==> config.mk <==
export PLATFORM = sky130hd
export DESIGN_NAME = pwrmul_top
export DESIGN_NICKNAME = d
export VERILOG_FILES = /design/src/rtl/pwrmul_pkg.sv /design/src/rtl/pwrmul_gate.sv /design/src/rtl/pwrmul_ppgen.sv /design/src/rtl/pwrmul_rowsum.sv /design/src/rtl/pwrmul_top.sv
export SDC_FILE = /design/constraint.sdc
export NUM_CORES = 1
export LEC_CHECK = 0
export ABC_AREA = 0
export BUFFER_PORTS_ARGS = -buffer_cell sky130_fd_sc_hd__buf_2
export CAP_MARGIN = 20
export CORE_MARGIN = 2
export CORE_UTILIZATION = 35
export DETAILED_ROUTE_END_ITERATION = 8
export REMOVE_ABC_BUFFERS = 1
export SYNTH_ARGS = -nofsm -noshare
export SYNTH_HDL_FRONTEND = slang
export SYNTH_SLANG_ARGS = --single-unit
==> constraint.sdc <==
create_clock -name clk -period 9 [get_ports clk]
set_input_delay 1.8 -clock clk [delete_from_list [all_inputs] [get_ports clk]]
set_output_delay 1.8 -clock clk [all_outputs]
set_load 0.005 [all_outputs]
==> src/rtl/pwrmul_pkg.sv <==
`timescale 1ns/1ps
package pwrmul_pkg;

  // precision selection used throughout the datapath
  typedef enum logic {
    MODE_FULL = 1'b0,
    MODE_HALF = 1'b1
  } prec_mode_e;

endpackage

==> src/rtl/pwrmul_gate.sv <==
`timescale 1ns/1ps
// Operand isolation: zeroes the lower operand halves in reduced precision
module pwrmul_gate
  import pwrmul_pkg::*;
#(
  parameter int W = 16
) (
  input  prec_mode_e   mode,
  input  logic [W-1:0] x,
  input  logic [W-1:0] y,
  output logic [W-1:0] xg,
  output logic [W-1:0] yg
);
  localparam int LO = W / 2;

  logic keep_low;
  assign keep_low = (mode == MODE_FULL);

  assign xg = {x[W-1:LO], x[LO-1:0] & {LO{keep_low}}};
  assign yg = {y[W-1:LO], y[LO-1:0] & {LO{keep_low}}};
endmodule

==> src/rtl/pwrmul_ppgen.sv <==
`timescale 1ns/1ps
// Modified Baugh-Wooley partial products, one row per multiplier bit
module pwrmul_ppgen
  import pwrmul_pkg::*;
#(
  parameter int W = 16
) (
  input  prec_mode_e               mode,
  input  logic [W-1:0]             a,
  input  logic [W-1:0]             b,
  output logic [W-1:0][2*W-1:0]    pp_row
);
  localparam int PW = 2 * W;
  localparam int LO = W / 2;

  for (genvar j = 0; j < W; j++) begin : g_row
    logic [W-1:0] bits;
    logic         row_en;

    for (genvar i = 0; i < W; i++) begin : g_bit
      // exactly one of the two indices on the sign position: inverted term
      if ((i == W - 1) != (j == W - 1)) begin : g_inv
        assign bits[i] = ~(a[i] & b[j]);
      end else begin : g_pos
        assign bits[i] = a[i] & b[j];
      end
    end

    // rows of the lower multiplier half feed only the full-width adders
    if (j < LO) begin : g_full_only
      assign row_en = (mode == MODE_FULL);
    end else begin : g_shared
      assign row_en = 1'b1;
    end

    assign pp_row[j] = (PW'(bits) << j) & {PW{row_en}};
  end
endmodule

==> src/rtl/pwrmul_rowsum.sv <==
`timescale 1ns/1ps
// Sums N partial-product rows; USE_TREE picks a balanced tree or a chain
module pwrmul_rowsum #(
  parameter int PW       = 32,
  parameter int N        = 8,
  parameter bit USE_TREE = 1'b1
) (
  input  logic [N-1:0][PW-1:0] rows,
  output logic [PW-1:0]        sum
);
  if (USE_TREE) begin : g_tree
    localparam int NP = 1 << $clog2(N);
    logic [PW-1:0] node [1:2*NP-1];

    for (genvar k = 0; k < NP; k++) begin : g_leaf
      if (k < N) begin : g_used
        assign node[NP+k] = rows[k];
      end else begin : g_pad
        assign node[NP+k] = '0;
      end
    end

    for (genvar m = 1; m < NP; m++) begin : g_node
      assign node[m] = node[2*m] + node[2*m+1];
    end

    assign sum = node[1];
  end else begin : g_chain
    logic [PW-1:0] part [0:N];
    assign part[0] = '0;
    for (genvar k = 0; k < N; k++) begin : g_add
      assign part[k+1] = part[k] + rows[k];
    end
    assign sum = part[N];
  end
endmodule

==> src/rtl/pwrmul_top.sv <==
`timescale 1ns/1ps
module pwrmul_top
  import pwrmul_pkg::*;
#(
  parameter int W        = 16,
  parameter bit REG_OUT  = 1'b1,
  parameter bit USE_TREE = 1'b1
) (
  input  logic         clk,
  input  logic         rst,
  input  logic         half_mode,
  input  logic [W-1:0] x_in,
  input  logic [W-1:0] y_in,
  output logic [W-1:0] z_out
);
  localparam int PW = 2 * W;
  localparam int LO = W / 2;
  localparam int HI = W - LO;

  localparam logic [PW-1:0] ONE      = {{(PW-1){1'b0}}, 1'b1};
  // Baugh-Wooley correction ones at column W and column 2W-1
  localparam logic [PW-1:0] FIX_FULL = (ONE << W) | (ONE << (PW-1));
  // value the idle lower rows would carry when the multiplier low half is zero
  localparam logic [PW-1:0] FIX_LOW  = ((ONE << LO) - ONE) << (W-1);
  localparam logic [PW-1:0] FIX_HALF = FIX_FULL + FIX_LOW;

  prec_mode_e mode;
  assign mode = prec_mode_e'(half_mode);

  logic [W-1:0]          xg, yg;
  logic [W-1:0][PW-1:0]  pp_rows;
  logic [PW-1:0]         low_sum, high_sum, fix, full_sum;
  logic [W-1:0]          z_comb;
  logic                  unused_low;

  pwrmul_gate #(.W(W)) u_gate (
    .mode (mode),
    .x    (x_in),
    .y    (y_in),
    .xg   (xg),
    .yg   (yg)
  );

  pwrmul_ppgen #(.W(W)) u_pp (
    .mode   (mode),
    .a      (xg),
    .b      (yg),
    .pp_row (pp_rows)
  );

  // adders used only in full precision
  pwrmul_rowsum #(.PW(PW), .N(LO), .USE_TREE(USE_TREE)) u_low (
    .rows (pp_rows[LO-1:0]),
    .sum  (low_sum)
  );

  // adders shared by both precisions
  pwrmul_rowsum #(.PW(PW), .N(HI), .USE_TREE(USE_TREE)) u_high (
    .rows (pp_rows[W-1:LO]),
    .sum  (high_sum)
  );

  assign fix        = (mode == MODE_HALF) ? FIX_HALF : FIX_FULL;
  assign full_sum   = low_sum + high_sum + fix;
  assign z_comb     = full_sum[PW-1:W];
  assign unused_low = ^full_sum[W-1:0];

  if (REG_OUT) begin : g_reg
    logic [W-1:0] z_q;

    always_ff @(posedge clk) begin
      if (rst) z_q <= '0;
      else     z_q <= z_comb;
    end

    assign z_out = z_q;

    AST_RESET_CLEARS: assert property (@(posedge clk)
      rst |=> z_out == '0);

    AST_ZERO_OPERAND: assert property (@(posedge clk) disable iff (rst)
      x_in == '0 |=> z_out == '0);

    AST_HALF_UNIT: assert property (@(posedge clk) disable iff (rst)
      (half_mode && x_in[W-1:LO] == HI'(1)) |=>
        z_out == {{(W-HI){$past(y_in[W-1])}}, $past(y_in[W-1:LO])});

    AST_FULL_UNIT: assert property (@(posedge clk) disable iff (rst)
      (!half_mode && x_in == W'(1)) |=> z_out == {W{$past(y_in[W-1])}});
  end else begin : g_comb
    assign z_out = z_comb;
  end

  AST_LOW_ADDERS_IDLE: assert property (@(posedge clk) disable iff (rst)
    half_mode |-> low_sum == '0);
endmodule

==> metrics.cfg, run 1 <==
[layout]
fin_nets = 1336
num_antenna_cells = 0
fill_cells = 2552
ff_latch_area_sq_um = 320.3
drive_gt1_share_pct = 7.108
final_common_cell = inv_1
largest_reg_flops = 16
multi_input_area_sq_um = 7500
area_growth_pct = 7.276
final_area_sq_um = 9371
final_cell_mix = 203 x inv_1, 198 x fa_1, 165 x nand2_1, 106 x and2_1, 89 x ha_1

[pwr]
p_int_mw = 1.441
combPwrFrac_pct = 93.4
power_density_nw_per_um2 = 354.5
leakage_nw = 4.739
finalPower_mw = 3.322
p_sw_mw = 1.881
ir_worst_vdd_mv = 0.2593
switching_share_pct = 56.63
pwr-share-seq_pct = 3.7
clkPwrFrac_pct = 2.9

[sta]
whs_ps = 1977
period_minus_slack_ps = 7851
post-route-period-util_pct = 87.23
slew_headroom_pct = 34.26
setup_tns_ps = 0
final-max-slew-violation-count = 0
tightest_slew_ps = 984.1
rsz0062_at_grt = no
max_freq_mhz = 127.4
setup_viol = 0
hold_viol = 0

[yosys]
ys_warn_count = 0
async_flop_share_pct = 0
netlist_area_sq_um = 8736
synth.distinct_cells = 47
ys_seq_elements = 16
synth_edf_count = 0
ys_seq_area_share_pct = 3.667
avgSynthCellArea_sq_um = 8.789
synth_ff_type = dfxtp_1
syn_inst = 994

[worst_setup_path]
worstSetupPathType = in2reg
path_max_fanout = 23
worst_setup_path_start_kind = input port
required_ps = 9130
crit_arrival_ps = 7980
crit_chain = buf_2 -> nor2b_1 -> nand2_1 -> fa_1 -> inv_1 -> fa_1 -> inv_1 -> fa_1 -> inv_1 -> fa_1 -> fa_1 -> inv_1 -> fa_1 -> inv_1 -> ha_1 -> a211oi_1 -> o21ai_0 -> a31oi_1 -> o31ai_2 -> a21oi_1 -> mux2_2
crit_slowest_cell = nor2b_1
critPathMaxStageDelay_ps = 770
cp_common_cell = fa_1
endpoint_kind = flop

[placed_design]
place_area_sq_um = 9283
hpwl_um = 18110
port_buffers = 50
place_congestion = 0.8758

[drt]
vias = 6662
drt_iter0_drc = 359
antenna_left = 0
drc = 0
drtPass1Iterations = 5
post_drt_wl_per_cell_um = 15.72
wl_um = 21020
vias_per_cell = 4.983

[status]
status = complete, no violations

[cts]
post_cts_resized = 0
post_cts_buffers = 0
cts_tree = yes
clockBufferDepth = 2
clkTransAtPathRegs_ps = 50
cts_root_buffer = clkbuf_16
postCtsHoldBufs = 0
cts_sinks = 16
htreeDepth = 1
numCtsBuffers = 3

[global_routing]
first_global_vias = 7114
grt_usage_pct = 16.61
grt_overflow_total = 0
grt_max_degree = 27
antenna_found_initial = 0
grt_pass1_wl_um = 35120

[die]
dieArea_sq_um = 26240
die-height_um = 162.0
core_area_sq_um = 24390
rows = 57
ios = 51
start_util_pct = 35.82
die_x_um = 162.0

[worst_hold_path]
min_path_type = in2reg
min_path_cells = 2

[run]
max_cap_violations = 0

## power groups by stage
| stage | Clock, mW | Combinational [mW] | Sequential [mW] |
|---|---|---|---|
| after detailed placement | 0 | 3.11 | 0.126 |
| after global routing | 0.100 | 3.54 | 0.127 |
| after CTS | 0.0970 | 3.14 | 0.125 |
| after global placement | 0 | 3.08 | 0.127 |
| after floorplan | 0 | 2.32 | 0.132 |
| final | 0.0953 | 3.10 | 0.125 |
## metrics by stage
step           util (%)  worst slack, ps  cells
2_1_floorplan         -             1663    953
4_1_cts           38.42             1168   1337
3_3_place_gp      38.06            964.1   1333
3_5_place_dp      38.06            943.0   1333
5_1_grt           38.42            851.1   1337
6_report          38.42             1149   1337
## synthesized netlist by cell type, types with 2 or more instances
library cell | n | area [sq um]
inv_1 | 203 | 762.0
fa_1 | 198 | 3964
nand2_1 | 165 | 619.3
and2_1 | 106 | 663.1
ha_1 | 89 | 1114
clkbuf_1 | 41 | 153.9
a21oi_1 | 30 | 150.1
nor2_1 | 22 | 82.58
nor2b_1 | 22 | 137.6
dfxtp_1 | 16 | 320.3
nand3_1 | 12 | 60.06
o21ai_0 | 11 | 55.05
a21o_1 | 8 | 60.06
xnor2_1 | 6 | 52.55
a31oi_1 | 5 | 31.28
mux2_2 | 5 | 56.30
nand4_1 | 5 | 31.28
nor3_1 | 5 | 25.02
o21bai_1 | 5 | 37.54
and3_1 | 3 | 18.77
o211ai_1 | 3 | 22.52
o31ai_1 | 3 | 22.52
a211oi_1 | 2 | 15.01
a221oi_2 | 2 | 30.03
mux2_1 | 2 | 22.52
nor4_1 | 2 | 12.51
o2111ai_1 | 2 | 17.52
xor2_1 | 2 | 17.52
## cell families (layout without fill, tap and decap cells)
family / count (synthesis) / in the layout / share of synthesized area [%]
xor+xnor: 8 / 8 / 0.8021
fa+ha+maj: 287 / 287 / 58.12
flops: 16 / 16 / 3.667
buf+inv: 244 / 263 / 10.48
compound gates: 82 / 82 / 6.216
mux: 8 / 8 / 1.017
simple gates: 349 / 349 / 19.69
## routing by layer
| metal | GRT usage [%] | vias up | wire length [um] |
|---|---|---|---|
| met4 | 2.051 | 0 | 258 |
| met1 | 21.75 | 3410 | 8779 |
| li1 | - | 3054 | - |
| met5 | 0 | - | 0 |
| met2 | 30.81 | 177 | 10920 |
| met3 | 1.302 | 21 | 1061 |
## path summary, 6_finish.rpt
kind  startpoint                  end  slack, ps
min          rst  z_out[3]$_SDFF_PP0_       1980
max    half_mode  z_out[4]$_SDFF_PP0_       1150
## worst max-delay path: cells and delay by family
kind            cells  cell delay (ps)
mux                 1              340
buf+inv             6              500
fa+ha+maj           7             3300
simple gates        2              940
compound gates      5             1080
## cell type report
class | count | share of cell area (%)
Timing Repair Buffer | 56 | 3.151
Sequential cell | 16 | 3.418
Multi-Input combinational cell | 734 | 80.03
Inverter | 203 | 8.131
Clock buffer | 4 | 0.9479
Tap cell | 324 | 4.326
(Power assumes the default switching activity.)
==> inputs of run 2 (changes only) <==
CTS_BUF_LIST = sky130_fd_sc_hd__clkbuf_4 sky130_fd_sc_hd__clkbuf_8   (was default)
==> run 2 against run 1 <==
  * Power decreased by 1.1%
  * Fmax up 0.20%
  * First-iteration DRC count decreased by 3.9%
  * Largest power group unchanged
  * Setup slack better by 16 ps
  * Critical path depth did not move
==> metrics.cfg, run 2 (synthesized netlist as in run 1, its figures left out) <==
[worst_setup_path]
crit_slowest_cell = nor2b_1
cp_common_cell = fa_1
crit_arrival_ps = 7990  ; about the same
endpoint_kind = flop
critPathMaxStageDelay_ps = 770  ; about the same
required_ps = 9150  ; +20 ps
path_max_fanout = 23  ; unchanged
worst_setup_path_start_kind = input port
worst-path-buf-inv = 6  ; unchanged
crit_chain = buf_2 -> nor2b_1 -> nand2_1 -> fa_1 -> inv_1 -> fa_1 -> inv_1 -> fa_1 -> inv_1 -> fa_1 -> fa_1 -> inv_1 -> fa_1 -> inv_1 -> ha_1 -> a211oi_1 -> o211ai_1 -> a2111oi_0 -> nand3_1 -> nand3_1 -> nor3b_1
path_delay_family = adder cells
worstSetupPathType = in2reg

[layout]
utilization_pct = 38.28  ; -0.14 points
final_cell_mix = 203 x inv_1, 198 x fa_1, 165 x nand2_1, 106 x and2_1, 89 x ha_1
largest_reg_flops = 16  ; unchanged
num_antenna_cells = 0  ; unchanged
final_area_sq_um = 9338  ; -0.36%
drive_gt1_share_pct = 7.108  ; unchanged
area_growth_pct = 6.889
final_common_cell = inv_1
fin_nets = 1336  ; unchanged

[cts]
clockBufferDepth = 2  ; unchanged
clkTransAtPathRegs_ps = 70  ; +20 ps
cts_root_buffer = clkbuf_8
cts_sinks = 16  ; unchanged
numCtsBuffers = 3  ; unchanged
postCtsHoldBufs = 0  ; unchanged
post_cts_resized = 0  ; unchanged
cts_tree = yes
htreeDepth = 1  ; unchanged
post_cts_buffers = 0  ; unchanged

[die]
core_area_sq_um = 24390  ; unchanged
start_util_pct = 35.82  ; unchanged
ios = 51  ; unchanged
rows = 57  ; unchanged
dieArea_sq_um = 26240  ; unchanged
die_x_um = 162.0  ; unchanged
die-height_um = 162.0  ; unchanged

[sta]
hold_viol = 0  ; unchanged
max_freq_mhz = 127.6  ; +0.20%
rsz0062_at_grt = no
period_minus_slack_ps = 7835  ; -15.61 ps
tightest_slew_ps = 993.2  ; +9.128 ps
setup_viol = 0  ; unchanged
setup_tns_ps = 0  ; unchanged
post-route-period-util_pct = 87.06  ; -0.17 points
slew_headroom_pct = 33.65  ; -0.61 points
final-max-slew-violation-count = 0  ; unchanged

[pwr]
switching_share_pct = 57.04  ; +0.40 points
finalPower_mw = 3.285  ; -1.1%
leakage_nw = 4.723  ; -0.32%
p_int_mw = 1.411  ; -2.0%
clkPwrFrac_pct = 1.9  ; -1.0 points
combPwrFrac_pct = 94.3  ; +0.9 points
power_density_nw_per_um2 = 351.8  ; -0.73%
ir_worst_vdd_mv = 0.2605  ; +0.44%
pwr-share-seq_pct = 3.8  ; about the same
p_sw_mw = 1.874  ; -0.39%

[status]
status = complete, no violations

[drt]
drt_iter0_drc = 345  ; -3.9%
post_drt_wl_per_cell_um = 15.70  ; -0.17%
antenna_left = 0  ; unchanged
drc = 0  ; unchanged
drtPass1Iterations = 5  ; unchanged
wl_um = 20990  ; -0.17%
vias = 6645  ; -0.26%
vias_per_cell = 4.970  ; -0.26%

[placed_design]
port_buffers = 50  ; unchanged
place_area_sq_um = 9283  ; unchanged
place_congestion = 0.8758  ; unchanged
hpwl_um = 18110  ; unchanged

[worst_hold_path]
min_path_cells = 2  ; unchanged
whs_endpoint = z_out[3]$_SDFF_PP0_
min_path_type = in2reg
worstHoldStart = rst

[global_routing]
grt_usage_pct = 16.57  ; -0.044 points
grt_pass1_wl_um = 35040  ; -0.24%
first_global_vias = 7104  ; -0.14%
grt_max_degree = 27  ; unchanged
antenna_found_initial = 0  ; unchanged
grt_overflow_total = 0  ; unchanged

[run]
max_cap_violations = 0  ; unchanged

-- run 2: cell types whose count changed in the layout (fill, tap and decap cells not counted) --
cell / previous run / this run
clkbuf_16: 3 / 0
clkbuf_8: 1 / 4
-- run 2: area by class of cell --
type	instances	area [sq um]
Sequential cell	16	320.3
Tap cell	324	405.4
Clock buffer	4	55.05
Inverter	203	762.0
Fill cell	2551	15050
Timing Repair Buffer	56	295.3
Multi-Input combinational cell	734	7500
-- run 2: per-layer routing --
layer	up-vias	global-route usage (%)	part of all wire [%]
met5	-	0	0
met4	0	2.051	1.2
met3	24	1.302	4.8
met2	186	30.68	52
met1	3386	21.73	42
li1	3049	-	-
-- run 2: power by group through the flow --
stage	Sequential (mW)	Clock [mW]	Combinational, mW
after floorplan	0.132	0	2.32
after detailed placement	0.126	0	3.11
after global routing	0.127	0.0689	3.53
after global placement	0.127	0	3.08
final	0.124	0.0637	3.10
after CTS	0.125	0.0654	3.13
-- run 2: per-stage QoR --
step                      instances  worst slack, ps  hold WS (ps)
after global placement         1333            964.1          2175
after floorplan                 953             1663          1872
after detailed placement       1333            943.0          2174
after global routing           1337            861.8          2007
after CTS                      1337             1175          1977
final                          1337             1165          1975
-- run 2: how the worst max path moves through the flow --
| stage | to | cells past startpoint | start | slack, ps |
|---|---|---|---|---|
| 6_report | z_out[15]$_SDFF_PP0_ | 21 | half_mode | 1170 |
| 5_1_grt | z_out[4]$_SDFF_PP0_ | 21 | half_mode | 860 |
| 4_1_cts | z_out[4]$_SDFF_PP0_ | 21 | half_mode | 1180 |
| 3_5_place_dp | z_out[4]$_SDFF_PP0_ | 21 | half_mode | 940 |
| 3_3_place_gp | z_out[15]$_SDFF_PP0_ | 21 | half_mode | 960 |
| 2_1_floorplan | z_out[4]$_SDFF_PP0_ | 20 | x_in[3] | 1660 |
==> inputs of run 3 (changes only) <==
PLACE_DENSITY = 0.59   (was default)
clock period = 7.9 ns   (was 9 ns; I/O delays follow)
==> run 3 against run 2 <==
  * Routed wire length decreased by 0.30%
  * Largest cell class unchanged
  * Via count increased by 1.1%
  * Sequential power increased by 15%
  * Cell count increased by 0.97%
  * Highest routed layer unchanged
  * First-iteration DRC count increased by 12%
==> metrics.cfg, run 3 (synthesized netlist as in run 1, its figures left out) <==
[layout]
drive_gt1_share_pct = 8.285  ; +1.2 points
num_antenna_cells = 0  ; unchanged
largest_reg_flops = 16  ; unchanged
area_growth_pct = 8.006
fill_cells = 2548  ; -0.12%
final_cell_mix = 203 x inv_1, 198 x fa_1, 165 x nand2_1, 106 x and2_1, 89 x ha_1
final_common_cell = inv_1
fin_nets = 1349  ; +0.97%
final_area_sq_um = 9435  ; +1.0%

[cts]
cts_root_buffer = clkbuf_8
htreeDepth = 1  ; unchanged
clockBufferDepth = 2  ; unchanged
clkTransAtPathRegs_ps = 70  ; about the same
post_cts_buffers = 0  ; unchanged
cts_tree = yes
numCtsBuffers = 3  ; unchanged
postCtsHoldBufs = 0  ; unchanged
post_cts_resized = 0  ; unchanged
cts_sinks = 16  ; unchanged

[die]
die-height_um = 162.0  ; unchanged
ios = 51  ; unchanged
dieArea_sq_um = 26240  ; unchanged
start_util_pct = 35.82  ; unchanged
rows = 57  ; unchanged
core_area_sq_um = 24390  ; unchanged
die_x_um = 162.0  ; unchanged

[global_routing]
grt_max_degree = 27  ; unchanged
grt_usage_pct = 16.36  ; -0.21 points
antenna_found_initial = 0  ; unchanged
grt_overflow_total = 0  ; unchanged
first_global_vias = 6869  ; -3.3%
grt_pass1_wl_um = 34530  ; -1.5%

[pwr]
p_sw_mw = 2.118  ; +13%
leakage_nw = 4.788  ; +1.4%
clkPwrFrac_pct = 2.0  ; about the same
ir_worst_vdd_mv = 0.3269  ; +26%
p_int_mw = 1.613  ; +14%
pwr-share-seq_pct = 3.8  ; about the same
combPwrFrac_pct = 94.2  ; about the same
power_density_nw_per_um2 = 395.4  ; +12%
switching_share_pct = 56.76  ; -0.28 points
finalPower_mw = 3.731  ; +14%

[placed_design]
port_buffers = 50  ; unchanged
place_congestion = 0.8667  ; -1.0%
place_area_sq_um = 9380  ; +1.1%
hpwl_um = 18000  ; -0.63%

[worst_setup_path]
cp_common_cell = fa_1
path_max_fanout = 20  ; -13%
crit_arrival_ps = 7630  ; -360 ps
endpoint_kind = flop
worstSetupPathType = in2reg
crit_slowest_cell = nor2b_1
worst_setup_path_start_kind = input port
crit_chain = buf_2 -> buf_4 -> nor2b_1 -> nand2_1 -> fa_1 -> inv_1 -> fa_1 -> fa_1 -> fa_1 -> fa_1 -> fa_1 -> ha_1 -> a21oi_1 -> o21ai_0 -> a31oi_1 -> nand2_1 -> a221oi_2 -> mux2_2
critPathMaxStageDelay_ps = 650  ; -120 ps
required_ps = 8050  ; -1100 ps

[drt]
vias_per_cell = 4.976  ; +0.11%
wl_um = 20920  ; -0.30%
vias = 6717  ; +1.1%
drc = 0  ; unchanged
drtPass1Iterations = 5  ; unchanged
drt_iter0_drc = 387  ; +12%
post_drt_wl_per_cell_um = 15.50  ; -1.3%
antenna_left = 0  ; unchanged

[sta]
rsz0062_at_grt = no
slew_headroom_pct = 43.60  ; +10 points
period_minus_slack_ps = 7476
max_freq_mhz = 133.8
setup_viol = 0  ; unchanged
post-route-period-util_pct = 94.64
whs_ps = 1749  ; -225.9 ps
final-max-slew-violation-count = 0  ; unchanged
setup_tns_ps = 0  ; unchanged
hold_viol = 0  ; unchanged
tightest_slew_ps = 844.2  ; -149.0 ps

[worst_hold_path]
whs_endpoint = z_out[2]$_SDFF_PP0_
min_path_cells = 2  ; unchanged
worstHoldStart = rst
min_path_type = in2reg

[run]
max_cap_violations = 0  ; unchanged

[status]
status = complete, no violations

run 3: how the worst max path moves through the flow:
| stage | slack [ps] | depth (start not counted) | to | from |
|---|---|---|---|---|
| 2_1_floorplan | 780 | 20 | z_out[4]$_SDFF_PP0_ | x_in[3] |
| 3_3_place_gp | 260 | 20 | z_out[8]$_SDFF_PP0_ | half_mode |
| 3_5_place_dp | 170 | 18 | z_out[10]$_SDFF_PP0_ | half_mode |
| 4_1_cts | 440 | 18 | z_out[10]$_SDFF_PP0_ | half_mode |
| 5_1_grt | 30 | 18 | z_out[6]$_SDFF_PP0_ | half_mode |
| 6_report | 420 | 18 | z_out[10]$_SDFF_PP0_ | half_mode |
run 3: final cells by class:
type                            instances  area, sq um  area share, %
Clock buffer                            4        55.05         0.5835
Inverter                              203        762.0          8.076
Multi-Input combinational cell        734         7500          79.49
Sequential cell                        16        320.3          3.395
Tap cell                              324        405.4          4.297
Timing Repair Buffer                   69        392.9          4.164
run 3: per-layer routing:
| layer | wire length [um] | share of wire, % | GRT usage, % |
|---|---|---|---|
| met5 | 0 | 0 | 0 |
| met4 | 375 | 1.8 | 2.856 |
| met3 | 990 | 4.7 | 1.328 |
| met2 | 10660 | 51 | 28.82 |
| met1 | 8894 | 43 | 22.33 |
run 3: worst max-delay path, delay by kind of cell:
kind | cells | cell delay, ps
AOI/OAI and AO/OA | 4 | 830
adders and majority gates | 7 | 3300
muxes | 1 | 350
buffers and inverters | 3 | 510
and+or+nand+nor | 3 | 1040
run 3: power groups by stage:
stage | registers, mW | clock network [mW] | logic (mW)
finish | 0.142 | 0.0737 | 3.52
global route | 0.145 | 0.0806 | 3.99
CTS | 0.143 | 0.0757 | 3.55
detailed placement | 0.144 | 0 | 3.52
global placement | 0.146 | 0 | 3.50
floorplan | 0.150 | 0 | 2.64
run 3: per-stage QoR:
stage,setup WS (ps),std cells,utilization [%]
floorplan,783.1,953,-
global placement,260.0,1346,38.46
detailed placement,172.1,1346,38.46
CTS,437.0,1350,38.68
global route,25.23,1350,38.68
finish,423.5,1350,38.68
